--- config.mk ---
export PLATFORM = sky130hd
export DESIGN_NAME = eeprom_burst_loader
export DESIGN_NICKNAME = d
export VERILOG_FILES = /design/src/rtl/eeb_pkg.sv /design/src/rtl/eeb_regfile.sv /design/src/rtl/eeb_ptr.sv /design/src/rtl/eeb_seq.sv /design/src/rtl/eeprom_burst_loader.sv
export SDC_FILE = /design/constraint.sdc
export NUM_CORES = 1
export LEC_CHECK = 0
export BUFFER_PORTS_ARGS = -buffer_cell sky130_fd_sc_hd__buf_2
export CORE_ASPECT_RATIO = 0.8
export CORE_UTILIZATION = 40
export CTS_CLUSTER_DIAMETER = 100
export CTS_CLUSTER_SIZE = 30
export DETAILED_ROUTE_END_ITERATION = 10
export GPL_TIMING_DRIVEN = 0
export PLACE_DENSITY = 0.78
export SYNTH_ARGS = -nofsm -noshare
export SYNTH_HDL_FRONTEND = slang
export SYNTH_SLANG_ARGS = --single-unit
--- constraint.sdc ---
create_clock -name clk -period 2.5 [get_ports clk]
set_input_delay 0.25 -clock clk [delete_from_list [all_inputs] [get_ports clk]]
set_output_delay 0.25 -clock clk [all_outputs]
set_load 0.01 [all_outputs]
--- src/rtl/eeb_pkg.sv ---
package eeb_pkg;

  typedef enum logic [1:0] {
    OP_NONE  = 2'd0,
    OP_READ  = 2'd1,
    OP_WRITE = 2'd2,
    OP_BURST = 2'd3
  } eeb_op_e;

  typedef enum logic [1:0] {
    ST_IDLE   = 2'd0,
    ST_SINGLE = 2'd1,
    ST_FETCH  = 2'd2,
    ST_STORE  = 2'd3
  } eeb_st_e;

  // register offsets on the host port
  localparam int unsigned REG_CTL   = 0;
  localparam int unsigned REG_ADDR  = 1;
  localparam int unsigned REG_DATA  = 2;
  localparam int unsigned REG_BASE  = 3;
  localparam int unsigned REG_BURST = 4;

  // control register bit positions
  localparam int unsigned CTL_WR_BIT   = 0;
  localparam int unsigned CTL_RD_BIT   = 1;
  localparam int unsigned CTL_BUSY_BIT = 2;

  // burst record fetch phases
  localparam logic [1:0] PH_LO   = 2'd0;
  localparam logic [1:0] PH_HI   = 2'd1;
  localparam logic [1:0] PH_DATA = 2'd2;

endpackage

--- src/rtl/eeb_regfile.sv ---
module eeb_regfile
  import eeb_pkg::*;
#(
  parameter int HOST_AW = 3,
  parameter int HOST_DW = 32,
  parameter int EE_AW   = 16,
  parameter int EE_DW   = 8,
  parameter int BASE_W  = 9
) (
  input  logic               clk,
  input  logic               rst_n,
  input  logic               host_we,
  input  logic [HOST_AW-1:0] host_addr,
  input  logic [HOST_DW-1:0] host_wdata,
  output logic [HOST_DW-1:0] host_rdata,
  input  logic               busy,
  input  eeb_op_e            cur_op,
  input  logic               rd_load,
  input  logic [EE_DW-1:0]   rd_byte,
  output logic [EE_AW-1:0]   addr_q,
  output logic [EE_DW-1:0]   data_q,
  output logic [BASE_W-1:0]  base_q,
  output eeb_op_e            req_op
);

  logic accept;
  logic sel_ctl, sel_addr, sel_data, sel_base, sel_burst;
  logic unused_wdata_hi;

  assign accept    = host_we && !busy;
  assign sel_ctl   = (host_addr == HOST_AW'(REG_CTL));
  assign sel_addr  = (host_addr == HOST_AW'(REG_ADDR));
  assign sel_data  = (host_addr == HOST_AW'(REG_DATA));
  assign sel_base  = (host_addr == HOST_AW'(REG_BASE));
  assign sel_burst = (host_addr == HOST_AW'(REG_BURST));
  assign unused_wdata_hi = ^host_wdata[HOST_DW-1:EE_AW];

  // a read request outranks a write request in the same control write
  function automatic eeb_op_e ctl_decode(input logic rd_bit, input logic wr_bit);
    if (rd_bit)      return OP_READ;
    else if (wr_bit) return OP_WRITE;
    else             return OP_NONE;
  endfunction

  always_comb begin
    req_op = OP_NONE;
    if (accept) begin
      if (sel_ctl)
        req_op = ctl_decode(host_wdata[CTL_RD_BIT], host_wdata[CTL_WR_BIT]);
      else if (sel_burst && host_wdata[0])
        req_op = OP_BURST;
    end
  end

  always_ff @(posedge clk or negedge rst_n) begin
    if (!rst_n) begin
      addr_q <= '0;
      data_q <= '0;
      base_q <= '0;
    end else begin
      if (accept && sel_addr) addr_q <= host_wdata[EE_AW-1:0];
      if (accept && sel_base) base_q <= host_wdata[BASE_W-1:0];
      if (rd_load)                  data_q <= rd_byte;
      else if (accept && sel_data)  data_q <= host_wdata[EE_DW-1:0];
    end
  end

  always_comb begin
    host_rdata = '0;
    if (sel_ctl) begin
      host_rdata[CTL_WR_BIT]   = busy && (cur_op == OP_WRITE);
      host_rdata[CTL_RD_BIT]   = busy && (cur_op == OP_READ);
      host_rdata[CTL_BUSY_BIT] = busy;
    end else if (sel_addr)  host_rdata = HOST_DW'(addr_q);
    else if (sel_data)      host_rdata = HOST_DW'(data_q);
    else if (sel_base)      host_rdata = HOST_DW'(base_q);
    else if (sel_burst)     host_rdata[0] = busy && (cur_op == OP_BURST);
  end

endmodule

--- src/rtl/eeb_ptr.sv ---
module eeb_ptr #(
  parameter int EE_AW = 16
) (
  input  logic             clk,
  input  logic             rst_n,
  input  logic             step,
  input  logic [EE_AW-1:0] cur_addr,
  output logic [EE_AW-1:0] ptr_q
);

  // next byte after a completed transfer, modulo the address range
  function automatic logic [EE_AW-1:0] after(input logic [EE_AW-1:0] a);
    return a + EE_AW'(1);
  endfunction

  always_ff @(posedge clk or negedge rst_n) begin
    if (!rst_n)    ptr_q <= '0;
    else if (step) ptr_q <= after(cur_addr);
  end

endmodule

--- src/rtl/eeb_seq.sv ---
module eeb_seq
  import eeb_pkg::*;
#(
  parameter int EE_AW  = 16,
  parameter int EE_DW  = 8,
  parameter int MEM_AW = 24,
  parameter int OFS_W  = 15,
  parameter int BASE_W = 9
) (
  input  logic              clk,
  input  logic              rst_n,
  input  eeb_op_e           req_op,
  input  logic [EE_AW-1:0]  addr_q,
  input  logic [EE_DW-1:0]  data_q,
  input  logic [BASE_W-1:0] base_q,
  input  logic [EE_AW-1:0]  ptr_q,
  input  logic              ee_ack,
  input  logic [EE_DW-1:0]  ee_rdata,
  output logic              ee_req,
  output logic              ee_we,
  output logic [EE_AW-1:0]  ee_addr,
  output logic [EE_DW-1:0]  ee_wdata,
  output logic              mem_we,
  output logic [MEM_AW-1:0] mem_addr,
  output logic [EE_DW-1:0]  mem_wdata,
  output logic              busy,
  output eeb_op_e           op_q,
  output logic              rd_load,
  output logic              xfer,
  output logic              burst_done
);

  localparam int REC_AW = 2 * EE_DW;

  eeb_st_e           st_q;
  logic [1:0]        phase_q;
  logic [EE_DW-1:0]  lo_q;
  logic [OFS_W-1:0]  off_q;
  logic [EE_DW-1:0]  dbyte_q;
  logic              done_q;
  logic [REC_AW-1:0] rec_raw;

  function automatic logic is_end(input logic [REC_AW-1:0] raw);
    return &raw;
  endfunction

  function automatic logic [MEM_AW-1:0] compose(input logic [BASE_W-1:0] b,
                                                input logic [OFS_W-1:0] o);
    return {b, o};
  endfunction

  assign rec_raw = {ee_rdata, lo_q};

  always_comb begin
    ee_req  = 1'b0;
    ee_we   = 1'b0;
    ee_addr = ptr_q;
    mem_we  = 1'b0;
    unique case (st_q)
      ST_SINGLE: begin
        ee_req  = 1'b1;
        ee_addr = addr_q;
        ee_we   = (op_q == OP_WRITE);
      end
      ST_FETCH: ee_req = 1'b1;
      ST_STORE: mem_we = 1'b1;
      default: ;
    endcase
  end

  assign ee_wdata   = data_q;
  assign xfer       = ee_req && ee_ack;
  assign busy       = (st_q != ST_IDLE);
  assign rd_load    = (st_q == ST_SINGLE) && ee_ack && (op_q == OP_READ);
  assign mem_addr   = compose(base_q, off_q);
  assign mem_wdata  = dbyte_q;
  assign burst_done = done_q;

  always_ff @(posedge clk or negedge rst_n) begin
    if (!rst_n) begin
      st_q    <= ST_IDLE;
      op_q    <= OP_NONE;
      phase_q <= PH_LO;
      lo_q    <= '0;
      off_q   <= '0;
      dbyte_q <= '0;
      done_q  <= 1'b0;
    end else begin
      done_q <= 1'b0;
      unique case (st_q)
        ST_IDLE: begin
          if (req_op != OP_NONE) begin
            op_q    <= req_op;
            phase_q <= PH_LO;
            st_q    <= (req_op == OP_BURST) ? ST_FETCH : ST_SINGLE;
          end
        end
        ST_SINGLE: begin
          if (ee_ack) begin
            st_q <= ST_IDLE;
            op_q <= OP_NONE;
          end
        end
        ST_FETCH: begin
          if (ee_ack) begin
            unique case (phase_q)
              PH_LO: begin
                lo_q    <= ee_rdata;
                phase_q <= PH_HI;
              end
              PH_HI: begin
                if (is_end(rec_raw)) begin
                  st_q   <= ST_IDLE;
                  op_q   <= OP_NONE;
                  done_q <= 1'b1;
                end else begin
                  off_q   <= rec_raw[OFS_W-1:0];
                  phase_q <= PH_DATA;
                end
              end
              default: begin
                dbyte_q <= ee_rdata;
                phase_q <= PH_LO;
                st_q    <= ST_STORE;
              end
            endcase
          end
        end
        default: st_q <= ST_FETCH;
      endcase
    end
  end

endmodule

--- src/rtl/eeprom_burst_loader.sv ---
module eeprom_burst_loader
  import eeb_pkg::*;
#(
  parameter int HOST_AW = 3,
  parameter int HOST_DW = 32,
  parameter int EE_AW   = 16,
  parameter int EE_DW   = 8,
  parameter int MEM_AW  = 24,
  parameter int OFS_W   = 15
) (
  input  logic               clk,
  input  logic               rst_n,
  input  logic               host_we,
  input  logic [HOST_AW-1:0] host_addr,
  input  logic [HOST_DW-1:0] host_wdata,
  output logic [HOST_DW-1:0] host_rdata,
  output logic               ee_req,
  output logic               ee_we,
  output logic [EE_AW-1:0]   ee_addr,
  output logic [EE_DW-1:0]   ee_wdata,
  input  logic [EE_DW-1:0]   ee_rdata,
  input  logic               ee_ack,
  output logic               mem_we,
  output logic [MEM_AW-1:0]  mem_addr,
  output logic [EE_DW-1:0]   mem_wdata,
  output logic               burst_done
);

  localparam int BASE_W = MEM_AW - OFS_W;

  logic [EE_AW-1:0]  addr_q;
  logic [EE_DW-1:0]  data_q;
  logic [BASE_W-1:0] base_q;
  logic [EE_AW-1:0]  ptr_q;
  eeb_op_e           req_op;
  eeb_op_e           op_q;
  logic              busy;
  logic              rd_load;
  logic              xfer;

  eeb_regfile #(
    .HOST_AW(HOST_AW), .HOST_DW(HOST_DW), .EE_AW(EE_AW),
    .EE_DW(EE_DW), .BASE_W(BASE_W)
  ) u_regs (
    .clk(clk), .rst_n(rst_n),
    .host_we(host_we), .host_addr(host_addr),
    .host_wdata(host_wdata), .host_rdata(host_rdata),
    .busy(busy), .cur_op(op_q),
    .rd_load(rd_load), .rd_byte(ee_rdata),
    .addr_q(addr_q), .data_q(data_q), .base_q(base_q),
    .req_op(req_op)
  );

  eeb_ptr #(.EE_AW(EE_AW)) u_ptr (
    .clk(clk), .rst_n(rst_n),
    .step(xfer), .cur_addr(ee_addr),
    .ptr_q(ptr_q)
  );

  eeb_seq #(
    .EE_AW(EE_AW), .EE_DW(EE_DW), .MEM_AW(MEM_AW),
    .OFS_W(OFS_W), .BASE_W(BASE_W)
  ) u_seq (
    .clk(clk), .rst_n(rst_n),
    .req_op(req_op), .addr_q(addr_q), .data_q(data_q),
    .base_q(base_q), .ptr_q(ptr_q),
    .ee_ack(ee_ack), .ee_rdata(ee_rdata),
    .ee_req(ee_req), .ee_we(ee_we), .ee_addr(ee_addr),
    .ee_wdata(ee_wdata),
    .mem_we(mem_we), .mem_addr(mem_addr), .mem_wdata(mem_wdata),
    .busy(busy), .op_q(op_q), .rd_load(rd_load), .xfer(xfer),
    .burst_done(burst_done)
  );

endmodule

==> impl_metrics.ini, run 1 <==
[outcome]
status = completed

[layout]
finish.utilization_pct = 51.8
final_cell_area_mm2 = 0.00577
fillers = 968
regArea_mm2 = 0.00218
antenna_cells = 0
stdcell_count = 700
drive_gt1_share_pct = 43.0
multi_input_area_mm2 = 0.00232
nNetsFinal = 603
syn_to_final_growth_pct = 23.4

[floorplanning]
die_area_mm2 = 0.0121
io_pins = 139
initial_utilization_pct = 42.0
dieHeight_um = 98.7
die_x_um = 123
rows = 34
core-area_mm2 = 0.0111

[yosys]
synth_cell_types = 47
synth-main-ff-cell = dfrtp_1
synthesis.area_mm2 = 0.00468
yosys_warnings = 0
ys_ff_latch = 87
netlist.area_leader.share_pct = 46.5
synth.most_common_cell = dfrtp_1
avgSynthCellArea_um2 = 11.1
synthArstFlopShare_pct = 100
synth_top_area_cell = dfrtp_1
synth-edff-count = 0
yosys-top-cells-count = 87 x dfrtp_1, 77 x mux2_2, 39 x nand2_1, 27 x o21ai_0
yosysSeqAreaShare_pct = 46.5
synth_area_leaders = dfrtp_1 47%, mux2_2 19%, mux2i_1 3.4%
synthCells = 420

[timing]
worst_pin_slew_ns = 0.841
min_period_ns = 2.33
hold_viol_final = 0
final.period_utilization_pct = 93.1
rsz0062_at_grt = false
setup_viol = 0
whs_ns = 0.138
maxSlewHeadroom_pct = 43.7
clock_skew_ns = 0.0119
slew_violations = 0
clock.fmax_ghz = 0.430
worst_slack_ns = 0.173
tns_ns = 0

[place]
portBuffers = 103
dp_hpwl_um = 9290
globalplace.congestion = 0.842
post-place-ws_ns = -0.242
post-place-cells = 683
place_area_mm2 = 0.00545

[global_route]
use_met2_pct = 33.8
track_usage_pct = 21.2
busiest_layer = met2
use_met3_pct = 4.57
grt_max_degree = 46
antenna_found_initial = 0
first_global_vias = 3728
grt_pass1_wl_um = 19800
grt_overflow = 0
grtUsageMet1_pct = 28.9

[drt]
drc = 0
postRouteAntennaNets = 0
drtPass1Iterations = 4
num_vias = 3771
vias_per_cell = 5.39
wirelength_um = 12300
dr.first_iter.drc_count = 222
wl_per_cell_um = 17.6

[worst_setup_path]
critPathLaunchType = register
path_class = reg2reg
crit_arrival_ns = 2.54
crit_required_ns = 2.71
r2r_cells = 10
worst-path-max-fanout = 19
r2r_setup_slack_ns = 0.17
cp-end-kind = register
reg2reg_from = u_seq.st_q[1]$_DFFE_PN0P_
reg2reg_to = u_ptr.ptr_q[14]$_DFFE_PN0P_

[clocking]
root_buffer = clkbuf_16
cts.sinks = 87
cts_buffers = 9
path_clk_slew_ns = 0.07
cts_tree = done
clk_latency_ns = 0.35
htree_num_levels = 3
clock_path_buffers = 2

[pwr]
p_leak_nw = 2.82
power.density_mw_per_mm2 = 1170
peakVddDrop_v = 0.000508
power_mw = 6.78

[hold_path]
min_from = host_wdata[10]
min_path_type = in2reg
holdPathStages = 2
hold_end = u_regs.addr_q[10]$_DFFE_PN0P_

[job]
maxCapViolCount = 0
## worst max-delay path by stage
stage | endpoint | slack [ns] | cells past startpoint | startpoint
6_report | u_ptr.ptr_q[14]$_DFFE_PN0P_ | 0.17 | 10 | u_seq.st_q[1]$_DFFE_PN0P_
5_1_grt | u_seq.off_q[4]$_DFFE_PN0P_ | 0.05 | 8 | u_seq.st_q[0]$_DFFE_PN0P_
4_1_cts | u_ptr.ptr_q[10]$_DFFE_PN0P_ | 0.0009 | 11 | u_seq.st_q[1]$_DFFE_PN0P_
3_5_place_dp | u_ptr.ptr_q[10]$_DFFE_PN0P_ | -0.24 | 11 | u_seq.st_q[1]$_DFFE_PN0P_
3_3_place_gp | u_ptr.ptr_q[14]$_DFFE_PN0P_ | -0.20 | 11 | u_seq.st_q[1]$_DFFE_PN0P_
2_1_floorplan | u_ptr.ptr_q[14]$_DFFE_PN0P_ | 0.14 | 11 | u_seq.st_q[1]$_DFFE_PN0P_
## per-layer routing
layer  part of all wire, %  vias up
met1                    45     1875
met5                     0        -
li1                      -     1741
met4                   1.2        0
met3                   5.5       15
met2                    48      140
## placed cells by master (no fill, tap or decap), drive strengths merged, types with 3 or more instances in the layout
cell type  count
and2          10
clkbuf        15
dfrtp         87
nand3b         4
ha             5
xor2          10
nand3         16
a211oi         3
nand2b         6
inv            8
conb          16
nor2b          8
nand4         10
buf          134
o21ai         28
mux2          77
a21oi          8
nand2         39
a22oi          6
nor2          18
mux2i         16
clkinv         3
## logic make-up (layout without fill, tap and decap cells)
group / count (synthesis) / in the layout / synth area share [%]
AND/OR/NAND/NOR: 121 / 121 / 13.7
other: 1 / 16 / 0.0801
flip-flops: 87 / 87 / 46.5
multiplexers: 93 / 93 / 22.0
adder cells (fa/ha/maj): 5 / 5 / 1.34
AO/OA/AOI/OAI: 60 / 60 / 8.85
buffers and inverters: 41 / 162 / 5.29
XOR/XNOR: 12 / 12 / 2.25
## flip-flops by register name (all words and copies together) (netlist names)
register          count
u_regs.base_q         9
u_seq.off_q          15
u_regs.data_q         8
u_regs.addr_q        16
u_seq.lo_q            8
u_seq.op_q            2
u_seq.st_q            2
u_seq.burst_done      1
u_ptr.ptr_q          16
u_seq.phase_q         2
u_seq.mem_wdata       8
## cell type report
| class | count | area share (%) |
|---|---|---|
| Timing Repair Buffer | 106 | 9.62 |
| Clock buffer | 9 | 3.90 |
| Clock inverter | 7 | 1.15 |
| Sequential cell | 87 | 37.7 |
| Tap cell | 144 | 3.12 |
| Multi-Input combinational cell | 307 | 40.1 |
| Inverter | 5 | 0.325 |
| Buffer | 35 | 4.03 |
## worst max-delay path, stage by stage, from the launching register on
cell and delay, ns:
dfrtp_1 0.41, inv_2 0.09, ha_1 0.14, buf_4 0.16, buf_6 0.20, mux2_2 0.39, ha_2 0.22, and2_2 0.21
nand4_1 0.12, xor2_1 0.16, o21ai_0 0.09
## power by group
part           switching, mW  internal [mW]  leakage (nW)
clock                  0.612          0.696         0.141
combinational           1.52           1.39          1.59
sequential             0.528           2.03          1.09
total                   2.66           4.13          2.82
## what timing repair did
action / 4_1_cts / 5_1_grt
setup endpoints to repair: 9 / 15
setup buffers: 0 / 1
hold buffers: 1 / 0
endpoints found under the hold margin: 44 / 0
gates resized for setup: 5 / 4
Note: power is estimated with default switching activity, not from simulation.
==> run 2, diff against run 1 <==
- RECOVER_POWER: not set -> 100
==> run 2 against run 1 <==
Global-route usage unchanged. Sequential cell count unchanged. Fmax decreased by 0.55%. Critical path type unchanged. Critical endpoint unchanged.
==> impl_metrics.ini, run 2 (synthesis gave the netlist of run 1 again) <==
[clocking]
cts_tree = done
htree_num_levels = 3
cts.sinks = 87
clk_latency_ns = 0.35
root_buffer = clkbuf_16
cts_buffers = 9
clock_path_buffers = 2
path_clk_slew_ns = 0.07

[layout]
stdcell_count = 700
regArea_mm2 = 0.00218
antenna_cells = 0
final_cell_area_mm2 = 0.00565
multi_input_area_mm2 = 0.00229
layout_common_cells = 87 x dfrtp_1, 67 x mux2_2, 65 x clkbuf_1, 47 x buf_2, 39 x nand2_1
fillers = 1014
finish.utilization_pct = 50.7
reg_top3 = u_ptr.ptr_q (16), u_regs.addr_q (16), u_seq.off_q (15)
nNetsFinal = 603
mostFrequentLayoutCell = dfrtp_1
drive_gt1_share_pct = 30.0
syn_to_final_growth_pct = 20.7

[pwr]
power_frac_comb_pct = 41.4
p_leak_nw = 2.61
swShare_pct = 40.1
peakVddDrop_v = 0.000505
pwr-share-clk_pct = 19.8
pwr-share-seq_pct = 38.8
power.density_mw_per_mm2 = 1170
intPower_mw = 3.96
p_sw_mw = 2.65

[drt]
postRouteAntennaNets = 0
wl_met3_um = 717
drc = 0
dr.first_iter.drc_count = 196
routed.top_layer = met4
vias_per_cell = 5.38
drtPass1Iterations = 4
dr_wl_met2_um = 5870
num_vias = 3763
wirelength_um = 12300
wl_per_cell_um = 17.6
met1Wirelength_um = 5510

[worst_setup_path]
worst-path-max-fanout = 19
crit_required_ns = 2.71
path_class = reg2reg
cp-end-kind = register
critPathLaunchType = register
crit_arrival_ns = 2.55

[floorplanning]
initial_utilization_pct = 42.0
die_x_um = 123
die_area_mm2 = 0.0121
io_pins = 139
core-area_mm2 = 0.0111
rows = 34
dieHeight_um = 98.7

[timing]
maxSlewHeadroom_pct = 26.9
rsz0062_at_grt = false
whs_ns = 0.136
hold_viol_final = 0
worst_pin_slew_ns = 1.10
clock.fmax_ghz = 0.427
final.period_utilization_pct = 93.6
clock_skew_ns = 0.0109
setup_viol = 0
slew_violations = 0
min_period_ns = 2.34

[job]
maxCapViolCount = 0

[hold_path]
min_path_type = in2reg

[place]
place_area_mm2 = 0.00545
post-place-cells = 683
globalplace.congestion = 0.842
portBuffers = 103
dp_hpwl_um = 9290

[global_route]
grt_pass1_wl_um = 19800
grt_overflow = 0
first_global_vias = 3728
track_usage_pct = 21.2
grt_max_degree = 46
antenna_found_initial = 0

[outcome]
status = completed
run 2: worst paths after layout:
kind,cells past startpoint,from,slack (ns),to
min,2,host_wdata[10],0.14,u_regs.addr_q[10]$_DFFE_PN0P_
max reg2reg,10,u_seq.st_q[1]$_DFFE_PN0P_,0.16,u_ptr.ptr_q[14]$_DFFE_PN0P_
min in group asynchronous,2,rst_n,0.67,u_regs.base_q[7]$_DFFE_PN0P_
min reg2reg,2,u_ptr.ptr_q[14]$_DFFE_PN0P_,0.50,u_ptr.ptr_q[14]$_DFFE_PN0P_
max in group asynchronous,3,rst_n,0.53,u_seq.st_q[0]$_DFFE_PN0P_
max,10,u_seq.st_q[1]$_DFFE_PN0P_,0.16,u_ptr.ptr_q[14]$_DFFE_PN0P_
run 2: layout make-up:
class	instances	area share, %
repair buffers	106	8.33
flip-flops and latches	87	38.5
inverters	5	0.332
multi-input cells	307	40.5
plain buffers	35	3.96
well taps	144	3.19
clock inverters	7	1.17
clock buffers	9	3.99
run 2: timing repair:
| item | CTS | global route |
|---|---|---|
| setup buffers | 0 | 1 |
| resized for setup | 5 | 4 |
| hold buffers | 1 | 0 |
| pin swaps | 0 | 0 |
| endpoints found under the setup margin | 9 | 15 |
| endpoints found under the hold margin | 44 | 0 |
run 2: power groups by stage:
stage | clock network [mW] | logic [mW] | registers, mW
after global placement | 0 | 2.80 | 2.52
after global routing | 1.38 | 3.01 | 2.66
after detailed placement | 0 | 2.88 | 2.57
final | 1.31 | 2.74 | 2.56
after CTS | 1.32 | 2.93 | 2.55
after floorplan | 0 | 1.76 | 2.59
run 2: per-stage QoR:
stage | setup TNS (ns) | worst slack [ns] | power (mW)
after floorplan | 0 | 0.145 | 4.34
after global placement | -0.845 | -0.197 | 5.32
after detailed placement | -1.12 | -0.242 | 5.45
after CTS | 0 | 0.000895 | 6.80
after global routing | 0 | 0.0234 | 7.04
final | 0 | 0.160 | 6.62
run 2: critical path, cell delays in order (launching register included):
cell and delay [ns]:
dfrtp_1 0.41, inv_2 0.09, ha_1 0.14, buf_4 0.16, buf_6 0.20, mux2_1 0.40, ha_2 0.23, and2_2 0.22
nand4_1 0.11, xor2_1 0.16, o21ai_0 0.09
run 2: layer usage:
metal / track usage [%] / up-vias
met2: 33.8 / 145
met1: 28.9 / 1852
met5: 0 / -
met3: 4.57 / 19
li1: - / 1747
met4: 6.38 / 0
==> run 3, diff against run 2 <==
- CORE_ASPECT_RATIO: 0.8 -> 0.9
- CTS_BUF_LIST: not set -> sky130_fd_sc_hd__clkbuf_2
==> run 3 against run 2 <==
Clock power shrank 45%. Critical endpoint is now ee_addr[15]. Design area grew 4.2%. First-iteration DRC count grew 35%. Sequential power is essentially flat. Final cell count grew 6.1%. Critical path depth shrank 3. Sequential share of layout area shrank 1.5 points. Total power shrank 3.3%. Register-to-register slack lost 0.02 ns. Worst hold slack lost 0.025 ns. Count of clock-buffer cells in the layout grew 1. Core utilization grew 0.79 points.
==> impl_metrics.ini, run 3 (synthesis gave the netlist of run 1 again) <==
[place]
post-place-ws_ns = -0.259
globalplace.congestion = 0.918
portBuffers = 103
place_area_mm2 = 0.00548
dp_hpwl_um = 9080
post-place-cells = 695

[clocking]
root_buffer = clkbuf_2
cts_buffers = 9
cts_tree = done
cts.sinks = 87
path_clk_slew_ns = 0.26
clk_latency_ns = 0.58
clock_path_buffers = 2
htree_num_levels = 3

[timing]
clock.fmax_ghz = 0.412
maxSlewHeadroom_pct = 33.2
worst_pin_slew_ns = 1.00
hold_viol_final = 0
worst_slack_ns = 0.0703
setup_viol = 0
rsz0062_at_grt = true
final.period_utilization_pct = 97.2
clock_skew_ns = 0.0463
min_period_ns = 2.43
slew_violations = 0

[pwr]
p_leak_nw = 2.72
power.density_mw_per_mm2 = 1090
peakVddDrop_v = 0.000460

[layout]
reg_top3 = u_ptr.ptr_q (16), u_regs.addr_q (16), u_seq.off_q (15)
mostFrequentLayoutCell = dfrtp_1
antenna_cells = 0
syn_to_final_growth_pct = 25.8
layout_common_cells = 87 x dfrtp_1, 72 x mux2_2, 60 x clkbuf_1, 56 x buf_2, 39 x nand2_1
regArea_mm2 = 0.00218
stdcell_count = 743
fillers = 1026
multi_input_area_mm2 = 0.00235
final_cell_area_mm2 = 0.00589
nNetsFinal = 635
drive_gt1_share_pct = 33.0

[job]
maxCapViolCount = 0

[global_route]
use_met3_pct = 3.48
grt_overflow = 0
use_met2_pct = 33.3
track_usage_pct = 21.6
grt_max_degree = 75
antenna_found_initial = 0
grtUsageMet1_pct = 29.5
grt_pass1_wl_um = 20100
first_global_vias = 3905
busiest_layer = met2

[drt]
wl_per_cell_um = 16.7
drc = 0
drtPass1Iterations = 5
postRouteAntennaNets = 0
vias_per_cell = 5.25
wirelength_um = 12400
num_vias = 3899
dr.first_iter.drc_count = 265

[floorplanning]
dieHeight_um = 105
initial_utilization_pct = 40.9
die_x_um = 116
core-area_mm2 = 0.0114
io_pins = 139
die_area_mm2 = 0.0121
rows = 37

[hold_path]
min_path_type = in2reg
holdPathStages = 3

[worst_setup_path]
critPathLaunchType = register
worst-path-max-fanout = 7
r2r_cells = 10
crit_required_ns = 2.25
path_class = reg2out
cp-end-kind = primary output
crit_arrival_ns = 2.18

[outcome]
status = completed
==> run 3: cell types whose count changed in the layout (fill, tap and decap cells not counted), moves of 2 or more <==
cell and delta:
mux2_2 +5, mux2_1 -9, clkbuf_16 -9, clkbuf_1 -5
buf_2 +9, clkbuf_2 +6, mux2_4 +4, ha_2 +2
clkbuf_4 -2, buf_8 +4, buf_4 +6, ha_1 -2
dlygate4sd3_1 +24
==> run 3: worst paths after layout <==
path | start | to | slack [ns]
max | u_seq.st_q[1]$_DFFE_PN0P_ | ee_addr[15] | 0.07
max reg2reg | u_seq.st_q[1]$_DFFE_PN0P_ | u_ptr.ptr_q[15]$_DFFE_PN0P_ | 0.14
min in group asynchronous | rst_n | u_regs.addr_q[13]$_DFFE_PN0P_ | 0.28
min | ee_ack | u_seq.burst_done$_DFF_PN0_ | 0.11
min reg2reg | u_ptr.ptr_q[6]$_DFFE_PN0P_ | u_ptr.ptr_q[6]$_DFFE_PN0P_ | 0.52
max in group asynchronous | rst_n | u_ptr.ptr_q[5]$_DFFE_PN0P_ | 0.69
==> run 3: area by class of cell <==
type,count,share of cell area [%]
Multi-Input combinational cell,307,39.9
Timing Repair Buffer,137,13.3
Clock buffer,10,0.850
Inverter,5,0.319
Tap cell,156,3.32
Buffer,36,4.38
Sequential cell,87,37.0
Clock inverter,5,0.999
==> run 3: routing by layer <==
layer	vias to the layer above	part of all wire (%)	wire [µm]
met5	-	0	0
li1	1794	-	-
met2	154	47	5870
met1	1920	45	5600
met4	0	2.8	350
met3	31	4.8	600
==> run 3: where the power goes <==
part	internal, mW	switching [mW]	leakage [nW]	total, mW
Clock	0.231	0.490	0.0660	0.721
Sequential	2.02	0.551	1.09	2.57
Combinational	1.52	1.59	1.57	3.10
Total	3.77	2.63	2.72	6.40
==> run 3: repair_timing <==
| item | 4_1_cts | 5_1_grt |
|---|---|---|
| buffers inserted | 6 | 2 |
| hold buffers | 25 | 0 |
| pin swaps | 0 | 1 |
| endpoints found under the hold margin | 137 | 0 |
| gates resized for setup | 14 | 13 |
| setup endpoints to repair | 22 | 20 |
==> run 3: critical path: stages (launching register included) <==
cell and delay, ns:
dfrtp_1 0.46, inv_2 0.09, ha_2 0.18, buf_6 0.14
buf_8 0.13, buf_8 0.12, mux2_2 0.35, buf_2 0.14
==> run 3: per-stage QoR <==
stage	hold WS (ns)	utilization [%]	setup TNS (ns)	total power, mW
after floorplan	-0.0456	-	0	4.34
after global placement	0.464	47.6	-0.816	5.32
after detailed placement	0.124	47.9	-1.15	5.46
after CTS	0.0376	51.9	0	6.39
after global routing	0.127	51.5	-0.0337	6.83
final	0.111	51.5	0	6.40
